$ cat config.mk
export PLATFORM = sky130hd
export DESIGN_NAME = fifo_irq_hub
export DESIGN_NICKNAME = d
export VERILOG_FILES = /design/src/rtl/fifo_irq_pkg.sv /design/src/rtl/byte_queue.sv /design/src/rtl/trail_timer.sv /design/src/rtl/irq_status_reg.sv /design/src/rtl/fifo_irq_hub.sv
export SDC_FILE = /design/constraint.sdc
export NUM_CORES = 1
export LEC_CHECK = 0
export ABC_AREA = 1
export BUFFER_PORTS_ARGS = -buffer_cell sky130_fd_sc_hd__clkbuf_2
export CORE_MARGIN = 4
export CORE_UTILIZATION = 56
export CTS_CLUSTER_SIZE = 24
export DETAILED_ROUTE_END_ITERATION = 16
export PLACE_DENSITY = 0.73
export SETUP_SLACK_MARGIN = 0.05
export SLEW_MARGIN = 25
export SYNTH_ARGS = -nofsm -noshare
export SYNTH_HDL_FRONTEND = slang
export SYNTH_SLANG_ARGS = --single-unit
export TNS_END_PERCENT = 30
$ cat constraint.sdc
create_clock -name clk -period 2.8 [get_ports clk]
set_clock_uncertainty 0.05 [all_clocks]
set_input_delay 0.14 -clock clk [delete_from_list [all_inputs] [get_ports clk]]
set_output_delay 0.14 -clock clk [all_outputs]
set_load 0.01 [all_outputs]
$ cat src/rtl/fifo_irq_pkg.sv
package fifo_irq_pkg;

    localparam int STS_W   = 12;
    localparam int EVT_W   = 5;
    localparam int TRIG_W  = 7;
    localparam int LIMIT_W = 4;

    // status bit positions
    localparam int ST_TX_LOW   = 0;
    localparam int ST_RX_HIGH  = 1;
    localparam int ST_TX_UNDER = 2;
    localparam int ST_TX_OVER  = 3;
    localparam int ST_RX_UNDER = 4;
    localparam int ST_RX_OVER  = 5;
    localparam int ST_TRAIL    = 6;
    localparam int ST_EVT_LSB  = 7;

    // control word fields
    localparam int CTL_RX_ON     = 0;
    localparam int CTL_TX_ON     = 1;
    localparam int CTL_RX_TRIG_L = 4;
    localparam int CTL_TX_TRIG_L = 16;

    // status word fields
    localparam int FS_TX_LVL_L = 0;
    localparam int FS_TX_FULL  = 7;
    localparam int FS_TX_EMPTY = 8;
    localparam int FS_RX_LVL_L = 16;
    localparam int FS_RX_FULL  = 23;
    localparam int FS_RX_EMPTY = 24;

    typedef enum logic [1:0] {
        TR_WAIT  = 2'd0,
        TR_COUNT = 2'd1,
        TR_FIRED = 2'd2
    } trail_state_e;

endpackage

$ cat src/rtl/byte_queue.sv
module byte_queue #(
    parameter int DEPTH = 64,
    parameter int DW    = 8,
    localparam int AW   = $clog2(DEPTH),
    localparam int LW   = $clog2(DEPTH + 1)
) (
    input  logic          clk,
    input  logic          rst_n,
    input  logic          enable,
    input  logic          push,
    input  logic [DW-1:0] push_data,
    input  logic          pop,
    output logic [DW-1:0] pop_data,
    output logic [LW-1:0] level,
    output logic          full,
    output logic          empty,
    output logic          overrun,
    output logic          underrun
);

    logic [DW-1:0] store [DEPTH];
    logic [AW-1:0] wr_ptr, rd_ptr;
    logic [LW-1:0] cnt;
    logic          do_push, do_pop;

    assign full     = (cnt == LW'(DEPTH));
    assign empty    = (cnt == '0);
    assign level    = cnt;
    assign do_push  = enable && push && !full;
    assign do_pop   = enable && pop && !empty;
    assign overrun  = enable && push && full;
    assign underrun = enable && pop && empty;

    function automatic logic [AW-1:0] step(input logic [AW-1:0] p);
        return (p == AW'(DEPTH - 1)) ? '0 : p + 1'b1;
    endfunction

    always_ff @(posedge clk) begin
        if (do_push) store[wr_ptr] <= push_data;
    end

    always_ff @(posedge clk or negedge rst_n) begin
        if (!rst_n) begin
            wr_ptr   <= '0;
            rd_ptr   <= '0;
            cnt      <= '0;
            pop_data <= '0;
        end else if (!enable) begin
            wr_ptr <= '0;
            rd_ptr <= '0;
            cnt    <= '0;
        end else begin
            if (do_push) wr_ptr <= step(wr_ptr);
            if (do_pop) begin
                rd_ptr   <= step(rd_ptr);
                pop_data <= store[rd_ptr];
            end
            case ({do_push, do_pop})
                2'b10:   cnt <= cnt + 1'b1;
                2'b01:   cnt <= cnt - 1'b1;
                default: cnt <= cnt;
            endcase
        end
    end


    level_bound_chk: assert property (@(posedge clk) disable iff (!rst_n)
        cnt <= LW'(DEPTH));

    drop_on_full_chk: assert property (@(posedge clk) disable iff (!rst_n)
        (overrun && !pop) |=> (cnt == LW'(DEPTH)));

    keep_on_empty_chk: assert property (@(posedge clk) disable iff (!rst_n)
        underrun |=> $stable(pop_data));

    flush_off_chk: assert property (@(posedge clk) disable iff (!rst_n)
        !enable |=> (cnt == '0));

endmodule

$ cat src/rtl/trail_timer.sv
module trail_timer
    import fifo_irq_pkg::*;
#(
    parameter int LW = 7
) (
    input  logic               clk,
    input  logic               rst_n,
    input  logic               enable,
    input  logic [LW-1:0]      level,
    input  logic [TRIG_W-1:0]  trig,
    input  logic               activity,
    input  logic [LIMIT_W-1:0] limit,
    output logic               fire
);

    trail_state_e       state, state_nx;
    logic [LIMIT_W-1:0] cnt, cnt_nx;
    logic [7:0]         lvl_x, trig_x;
    logic               qual;

    assign lvl_x  = 8'(level);
    assign trig_x = 8'(trig);
    assign qual   = enable && (lvl_x != 8'd0) && (lvl_x < trig_x) && !activity;

    // state register
    always_ff @(posedge clk or negedge rst_n) begin
        if (!rst_n) begin
            state <= TR_WAIT;
            cnt   <= '0;
        end else begin
            state <= state_nx;
            cnt   <= cnt_nx;
        end
    end

    // next state and outputs
    always_comb begin
        state_nx = state;
        cnt_nx   = cnt;
        fire     = 1'b0;
        unique case (state)
            TR_WAIT: begin
                cnt_nx = '0;
                if (qual) begin
                    if (limit == '0) begin
                        state_nx = TR_FIRED;
                        fire     = 1'b1;
                    end else begin
                        state_nx = TR_COUNT;
                        cnt_nx   = LIMIT_W'(1);
                    end
                end
            end
            TR_COUNT: begin
                if (!qual) begin
                    state_nx = TR_WAIT;
                    cnt_nx   = '0;
                end else if (cnt >= limit) begin
                    state_nx = TR_FIRED;
                    fire     = 1'b1;
                end else begin
                    cnt_nx = cnt + 1'b1;
                end
            end
            TR_FIRED: begin
                cnt_nx = '0;
                if (!qual) state_nx = TR_WAIT;
            end
            default: begin
                state_nx = TR_WAIT;
                cnt_nx   = '0;
            end
        endcase
    end


    trail_once_chk: assert property (@(posedge clk) disable iff (!rst_n)
        fire |=> !fire);

    trail_needs_data_chk: assert property (@(posedge clk) disable iff (!rst_n)
        fire |-> (level != '0));

endmodule

$ cat src/rtl/irq_status_reg.sv
module irq_status_reg
    import fifo_irq_pkg::*;
(
    input  logic             clk,
    input  logic             rst_n,
    input  logic [STS_W-1:0] set_vec,
    input  logic             clr_en,
    input  logic [STS_W-1:0] clr_mask,
    input  logic [STS_W-1:0] irq_en,
    output logic [STS_W-1:0] status,
    output logic             irq
);

    logic [STS_W-1:0] clr_eff;

    assign clr_eff = clr_en ? clr_mask : '0;

    always_ff @(posedge clk or negedge rst_n) begin
        if (!rst_n) status <= '0;
        else        status <= (status & ~clr_eff) | set_vec;
    end

    assign irq = |(status & irq_en);


    w1c_clear_chk: assert property (@(posedge clk) disable iff (!rst_n)
        clr_en |=> ((status & $past(clr_mask & ~set_vec)) == '0));

    set_wins_chk: assert property (@(posedge clk) disable iff (!rst_n)
        (|set_vec) |=> ((status & $past(set_vec)) == $past(set_vec)));

endmodule

$ cat src/rtl/fifo_irq_hub.sv
module fifo_irq_hub
    import fifo_irq_pkg::*;
#(
    parameter int DEPTH = 64,
    parameter int DW    = 8,
    localparam int LW   = $clog2(DEPTH + 1)
) (
    input  logic               clk,
    input  logic               rst_n,
    input  logic [31:0]        fifo_ctl,
    input  logic [LIMIT_W-1:0] trail_limit,
    input  logic [STS_W-1:0]   irq_en,
    input  logic               tx_wr_en,
    input  logic [DW-1:0]      tx_wr_data,
    input  logic               tx_rd_en,
    output logic [DW-1:0]      tx_rd_data,
    input  logic               rx_wr_en,
    input  logic [DW-1:0]      rx_wr_data,
    input  logic               rx_rd_en,
    output logic [DW-1:0]      rx_rd_data,
    input  logic [EVT_W-1:0]   xfer_evt,
    input  logic               sts_clr_en,
    input  logic [STS_W-1:0]   sts_clr_mask,
    output logic [STS_W-1:0]   irq_status,
    output logic [31:0]        fifo_status,
    output logic               irq
);

    logic              rx_on, tx_on;
    logic [TRIG_W-1:0] rx_trig, tx_trig;
    logic [LW-1:0]     tx_lvl, rx_lvl;
    logic              tx_full, tx_empty, tx_ovr, tx_udr;
    logic              rx_full, rx_empty, rx_ovr, rx_udr;
    logic              tx_low, rx_high, trail_fire;
    logic [STS_W-1:0]  set_vec;
    logic [7:0]        tx_lvl_x, rx_lvl_x;

    assign rx_on   = fifo_ctl[CTL_RX_ON];
    assign tx_on   = fifo_ctl[CTL_TX_ON];
    assign rx_trig = fifo_ctl[CTL_RX_TRIG_L +: TRIG_W];
    assign tx_trig = fifo_ctl[CTL_TX_TRIG_L +: TRIG_W];

    byte_queue #(.DEPTH(DEPTH), .DW(DW)) u_txq (
        .clk(clk), .rst_n(rst_n), .enable(tx_on),
        .push(tx_wr_en), .push_data(tx_wr_data),
        .pop(tx_rd_en), .pop_data(tx_rd_data),
        .level(tx_lvl), .full(tx_full), .empty(tx_empty),
        .overrun(tx_ovr), .underrun(tx_udr)
    );

    byte_queue #(.DEPTH(DEPTH), .DW(DW)) u_rxq (
        .clk(clk), .rst_n(rst_n), .enable(rx_on),
        .push(rx_wr_en), .push_data(rx_wr_data),
        .pop(rx_rd_en), .pop_data(rx_rd_data),
        .level(rx_lvl), .full(rx_full), .empty(rx_empty),
        .overrun(rx_ovr), .underrun(rx_udr)
    );

    trail_timer #(.LW(LW)) u_trail (
        .clk(clk), .rst_n(rst_n), .enable(rx_on),
        .level(rx_lvl), .trig(rx_trig),
        .activity(rx_wr_en || rx_rd_en),
        .limit(trail_limit), .fire(trail_fire)
    );

    assign tx_lvl_x = 8'(tx_lvl);
    assign rx_lvl_x = 8'(rx_lvl);
    assign tx_low   = tx_on && (tx_lvl_x <= 8'(tx_trig));
    assign rx_high  = rx_on && (rx_lvl_x >= 8'(rx_trig));

    always_comb begin
        set_vec              = '0;
        set_vec[ST_TX_LOW]   = tx_low;
        set_vec[ST_RX_HIGH]  = rx_high;
        set_vec[ST_TX_UNDER] = tx_udr;
        set_vec[ST_TX_OVER]  = tx_ovr;
        set_vec[ST_RX_UNDER] = rx_udr;
        set_vec[ST_RX_OVER]  = rx_ovr;
        set_vec[ST_TRAIL]    = trail_fire;
        set_vec[ST_EVT_LSB +: EVT_W] = xfer_evt;
    end

    irq_status_reg u_sts (
        .clk(clk), .rst_n(rst_n), .set_vec(set_vec),
        .clr_en(sts_clr_en), .clr_mask(sts_clr_mask),
        .irq_en(irq_en), .status(irq_status), .irq(irq)
    );

    always_comb begin
        fifo_status                          = '0;
        fifo_status[FS_TX_LVL_L +: TRIG_W]   = TRIG_W'(tx_lvl);
        fifo_status[FS_TX_FULL]              = tx_full;
        fifo_status[FS_TX_EMPTY]             = tx_empty;
        fifo_status[FS_RX_LVL_L +: TRIG_W]   = TRIG_W'(rx_lvl);
        fifo_status[FS_RX_FULL]              = rx_full;
        fifo_status[FS_RX_EMPTY]             = rx_empty;
    end


    tx_flags_excl_chk: assert property (@(posedge clk) disable iff (!rst_n)
        !(fifo_status[FS_TX_FULL] && fifo_status[FS_TX_EMPTY]));

    irq_quiet_chk: assert property (@(posedge clk) disable iff (!rst_n)
        (irq_status == '0) |-> !irq);

    evt_capture_chk: assert property (@(posedge clk) disable iff (!rst_n)
        (|xfer_evt) |=> ((irq_status[ST_EVT_LSB +: EVT_W] & $past(xfer_evt)) == $past(xfer_evt)));

endmodule

### Yosys cells after proc, flatten, opt, wreduce, memory -nomap -nowiden

Memories as Yosys holds them, arrays and structs flattened. A register that Yosys moved wholly into a read port is not among the register bits.
Cells that the tools add are included.

| storage, ports and cells | value |
|---|---|
| register bits | 56 |
| memory bits (writable) | 1024 |
| output and inout port bits | 61 |
| logic and storage cells | 121 |
| memories kept | 2 |

| operators by class | value |
|---|---|
| add/subtract/negate cells | 9 |
| order comparisons | 4 |
| equal/unequal tests | 22 |
| mux-type cells | 37 |
| bitwise logic cells | 4 |
| reductions and logical operators | 34 |

Memories:

| name | depth | width | rd ports | clocked after memory_dff | wr ports | line | RTL |
|---|---|---|---|---|---|---|---|
| u_rxq.store | 64 | 8 | 1 | 1 | 1 | byte_queue.sv:21 | `logic [DW-1:0] store [DEPTH];` |
| u_txq.store | 64 | 8 | 1 | 1 | 1 | byte_queue.sv:21 |  |

Operator list:

| operator | number |
|---|---|
| $mux W6 | 12 |
| $pmux W7 S2 | 2 |
| $add A6 B1 Y6 const B | 4 |
| $and A12 B12 Y12 | 2 |
| $eq A6 B6 Y1 const B | 4 |
| $logic_and A1 B1 Y1 | 17 |
| $add A7 B1 Y7 const B | 2 |
| $eq A7 B7 Y1 const B | 2 |
| $logic_not A7 Y1 | 2 |
| $mux W7 | 2 |
| $sub A7 B1 Y7 const B | 2 |
| $mux W12 | 1 |
| $mux W4 | 3 |
| $not A12 Y12 | 1 |
| $or A12 B12 Y12 | 1 |
| $reduce_or A12 Y1 | 1 |
| $mux W2 | 5 |
| $ne A2 B1 Y1 const B | 5 |
| $mux W1 | 9 |
| $pmux W4 S2 | 1 |
| $reduce_bool A8 Y1 | 1 |
| $ge A7 B7 Y1 | 1 |
| $le A7 B7 Y1 | 1 |
| $logic_not A1 Y1 | 7 |
| other kinds (15) | 22 |

### Longest topological paths before layout

| depth | value |
|---|---|
| depth after elaboration | 7 |
| mapped depth | 16 |

### Modules after synthesis

A second synthesis with hierarchy kept.

| unflattened totals | value |
|---|---|
| cells, all modules | 3953 |
| area total of the unflattened synthesis | 46261.9 um2 |

By module, submodules not included:

| module | times used | cells an instance | area each (um2) | seq. area each (um2) |
|---|---|---|---|---|
| byte_queue | 2 | 1848 | 22215.1 | 16050.4 |
| trail_timer | 1 | 106 | 743.2 | 150.1 |
| fifo_irq_hub | 1 | 92 | 558.0 | 0.0 |
| irq_status_reg | 1 | 59 | 530.5 | 300.3 |

### Worst setup path after synthesis

OpenSTA, ideal clock, no wires.

| timing path | value |
|---|---|
| kind | reg2reg |
| from | reg u_txq.cnt[3], in the netlist u_txq.level[3] |
| to | mem u_txq.store[12][0], enable pin |
| setup time | 0.371 ns |
| arrival | 1.852 ns |
| slack | 0.527 ns |
| stages on the path, launching flop included | 8 |
| path buffers | 1 |
| cell sequence | dfrtp_1 > nor2_1 > nand2_2 > nor2_2 > nor2_1 > buf_4 > nand4_1 > nor2_1 |

| between the ends | value |
|---|---|
| cells in the longest elaborated chain, start to end | 5 |

Ends and longest elaborated chain:

| what | line | RTL |
|---|---|---|
| start: declaration | byte_queue.sv:23 | `logic [LW-1:0] cnt;` |
| start signal: assignment | byte_queue.sv:59 | `2'b10: cnt <= cnt + 1'b1;` |
| start signal: assignment | byte_queue.sv:60 | `2'b01: cnt <= cnt - 1'b1;` |
| start signal: assignment | byte_queue.sv:61 | `default: cnt <= cnt;` |
| $eq A7 B7 Y1 | byte_queue.sv:26 | `assign full = (cnt == LW'(DEPTH));` |
| net tx_full | fifo_irq_hub.sv:32 | `logic tx_full, tx_empty, tx_ovr, tx_udr;` |
| $logic_not A1 Y1 | byte_queue.sv:29 | `assign do_push = enable && push && !full;` |
| $logic_and A1 B1 Y1 | byte_queue.sv:29 |  |
| $mux W1 | byte_queue.sv:39 | `if (do_push) store[wr_ptr] <= push_data;` |
| $mux W1 (implied by the code) | byte_queue.sv:39 |  |
| end: declaration | byte_queue.sv:21 |  |

The timed path passes the listed nets, and every way through them passes these cells.

### Final worst setup path

| timing path | value |
|---|---|
| from | reg u_rxq.cnt[2], in the netlist u_rxq.level[2] |
| to | reg u_sts.status[6] |

| between the ends | value |
|---|---|
| cells in the longest elaborated chain, start to end | 7 |

Ends and longest elaborated chain:

| what | line | RTL |
|---|---|---|
| start: declaration | byte_queue.sv:23 |  |
| start signal: assignment | byte_queue.sv:59 |  |
| start signal: assignment | byte_queue.sv:60 |  |
| start signal: assignment | byte_queue.sv:61 |  |
| parallel branches: the longest is 2 deep, another holds $lt A7 B7 Y1 | n/a |  |
| $logic_and A1 B1 Y1 (*) (2 in a row) | trail_timer.sv:23 | `assign qual = enable && (lvl_x != 8'd0) && (lvl_x < trig_x) && !activity;` |
| $mux W1, on equally long branches | trail_timer.sv:55, trail_timer.sv:44 |  |
| $pmux W1 S2 (*) | trail_timer.sv:41 | `unique case (state)` |
| $or A12 B12 Y12 (*) | irq_status_reg.sv:20 | `else status <= (status & ~clr_eff) \| set_vec;` |
| end signal: assignment | irq_status_reg.sv:20 |  |
| end: declaration | irq_status_reg.sv:10 | `output logic [STS_W-1:0] status,` |

Every way passes the cells marked *.
A chain may end at the register's enable or synchronous reset.

==> impl_metrics.json <==
{
  "path_class": "reg2reg",
  "portBuffers": 118,
  "syn_to_final_growth_pct": 14.73,
  "r2r-start": "u_rxq.level[2]$_DFFE_PN0P_",
  "synth_top_area_share_pct": 67.26,
  "htree_num_levels": 3,
  "clock_sinks": 1096,
  "nets": 4260,
  "die_y_um": 293.7,
  "drtIter0Drc": 2913,
  "synth_commonest_cells": "edfxtp_1, nor2_1, nand2_1",
  "route.detailed.drc": 0,
  "fp.coreArea_mm2": 0.08068,
  "ir_drop_v": 0.0006318,
  "synth.area.top_cells": "edfxtp_1, nor2_1, o21ai_0",
  "clock_latency_ns": 0.68,
  "start_kind": "flop",
  "worstSetupStartpoint": "u_rxq.level[2]$_DFFE_PN0P_",
  "arrival_ns": 3.06,
  "die_w_um": 293.7,
  "num_rows": 104,
  "ys_ff_latch": 1096,
  "drt-total-wl_um": 109200,
  "finalHoldViolations": 0,
  "yosys.area.top_type": "edfxtp_1",
  "crit_required_ns": 3.34,
  "yosysMostFrequentCell": "edfxtp_1",
  "io_pins": 149,
  "setup_tns_ns": 0,
  "maxCapViolCount": 0,
  "initial_core_util_pct": 56.67,
  "period_needed_ns": 2.515,
  "slew_headroom_pct": 28.47,
  "min_path_type": "in2reg",
  "cts_tree": "yes",
  "wl_per_cell_um": 20.62,
  "cp_max_fo": 6,
  "drt.antenna.violating_nets": 0,
  "cts_setup_buffers": 0,
  "antenna_found_initial": 0,
  "grt_overflow_total": 0,
  "cts_buffer_depth": 3,
  "finalSetupViolations": 0,
  "via_per_inst": 5.802,
  "synth_area_per_cell_um2": 11.74,
  "dieArea_mm2": 0.08627,
  "synthArstFlopShare_pct": 6.569,
  "drive_gt1_share_pct": 12.21,
  "gp_congestion": 0.8935,
  "setup.worst_path.end_class": "flop",
  "grt_pass1_wl_um": 168400,
  "tightest_slew_ns": 1.069,
  "track_usage_pct": 25.09,
  "hp-start": "tx_wr_data[1]",
  "syn-instance-count": 3893,
  "cts_buffers": 108,
  "dp.final_hpwl_um": 67500,
  "drt_pass1_iterations": 5,
  "grt_pass1_vias": 29900,
  "syn_area_mm2": 0.04572,
  "period_share_pct": 89.81,
  "synth_warnings": 0,
  "path_clk_slew_ns": 0.06,
  "p_leak_nw": 18.56,
  "fmax_mhz": 397.7,
  "synth.distinct_cells": 44,
  "drv_slew": 0,
  "ys_seq_area_share_pct": 71.20,
  "powerDensity_mw_per_mm2": 810.5,
  "grt_max_degree": 87,
  "antennaDiodeCount": 0,
  "vias": 30720,
  "synth_edf_count": 1024,
  "synth_top_flop_cell": "edfxtp_1",
  "rsz0062_at_grt": "false",
  "outcome": "finished, final reports clean",
  "finalCoreUtilization_pct": 65.01,
  "root_buffer": "clkbuf_16"
}
==> power by group <==
group / internal [mW] / leakage (nW) / switching, mW
combinational: 3.13 / 6.68 / 6.33
sequential: 18.2 / 10.1 / 0.385
clock: 8.33 / 1.77 / 6.10
==> cell usage in the layout, fill, tap and decap left out, types with 13 or more instances in the layout <==
| cell | count |
|---|---|
| clkbuf_1 | 23 |
| nand3_1 | 178 |
| buf_4 | 174 |
| inv_1 | 88 |
| clkbuf_2 | 117 |
| edfxtp_1 | 1024 |
| o21ai_0 | 423 |
| clkinv_2 | 25 |
| ha_1 | 27 |
| clkbuf_16 | 108 |
| clkinv_1 | 15 |
| o21ai_1 | 50 |
| a21boi_0 | 38 |
| buf_12 | 31 |
| conb_1 | 14 |
| nor2_1 | 818 |
| nand4_1 | 16 |
| nand2_1 | 535 |
| nor3_1 | 13 |
| o22ai_1 | 56 |
| dlygate4sd3_1 | 46 |
| o211ai_1 | 137 |
| dfrtp_1 | 68 |
| a21oi_1 | 101 |
==> kinds of logic (layout without fill, tap and decap cells) <==
| group | after synthesis | after routing | synth area share, % |
|---|---|---|---|
| xor+xnor | 2 | 2 | 0.03832 |
| simple gates | 1576 | 1576 | 13.68 |
| buf+inv | 336 | 665 | 3.473 |
| other cells | 1 | 14 | 0.008203 |
| compound gates | 855 | 855 | 10.86 |
| fa+ha+maj | 27 | 27 | 0.7389 |
| flops | 1096 | 1096 | 71.20 |
==> metal layers <==
| metal | wire length (um) | part of all wire, % | global-route usage (%) |
|---|---|---|---|
| met4 | 4277 | 3.9 | 10.04 |
| met5 | 0 | 0 | 0 |
| met3 | 7389 | 6.8 | 3.177 |
| met2 | 54340 | 50 | 42.76 |
| met1 | 43170 | 40 | 33.21 |
==> flip-flops by register name, summed over array words and instances (netlist names) <==
name	count
u_rxq.store	512
u_txq.store	512
u_sts.status	12
u_rxq.pop_data	8
u_txq.pop_data	8
u_rxq.level	7
u_txq.level	7
u_rxq.rd_ptr	6
u_rxq.wr_ptr	6
u_txq.rd_ptr	6
u_txq.wr_ptr	6
u_trail.cnt	4
u_trail.state	2
==> area by class of cell <==
cell class | count | area (um2)
fill | 5794 | 28230
inverter | 97 | 374.1
clock buffer | 141 | 2927
sequential | 1096 | 32570
timing repair buffer | 368 | 2973
tap | 1060 | 1326
multi-input combinational | 2474 | 11630
clock inverter | 59 | 659.4
==> critical path, cell delays in order, from the launching register on <==
cell and delay (ns):
dfrtp_1 0.44, ha_1 0.32, a21oi_1 0.16, o21ai_0 0.11, nand4_1 0.08, o211ai_1 0.15
nor3_1 0.30, o211ai_1 0.18, nand2_1 0.09, dlygate4sd3_1 0.55
==> through the flow <==
stage / setup slack (ns) / power, mW / instances / cell area, um2 / hold slack [ns]
finish: 0.2853 / 42.51 / 5295 / 52450 / 0.01633
global route: 0.07538 / 44.54 / 5295 / 52450 / 0.03108
CTS: 0.3009 / 42.60 / 5295 / 52450 / 0.0001485
detailed placement: 0.3132 / 28.22 / 5048 / 48390 / 0.07693
global placement: 0.3411 / 27.99 / 5048 / 48390 / 0.07318
floorplan: 0.5272 / 25.28 / 3906 / 45770 / -0.2056
==> final timing paths <==
check,cells after the start,endpoint,slack (ns)
max,9,u_sts.status[6]$_DFF_PN0_,0.29
min,1,u_txq.store[17][1]$_DFFE_PP_,0.02
max reg2reg,9,u_sts.status[6]$_DFF_PN0_,0.29
min reg2reg,2,u_txq.pop_data[1]$_DFFE_PN0P_,0.47
max in group asynchronous,4,u_txq.rd_ptr[1]$_DFFE_PN0P_,1.92
min in group asynchronous,4,u_rxq.level[1]$_DFFE_PN0P_,0.47
==> what timing repair did <==
action / 4_1_cts / 5_1_grt
hold endpoints to repair: 238 / 0
hold buffers: 47 / 0
gates resized for setup: 0 / 0
No activity file was read; power rests on OpenSTA's default activity.
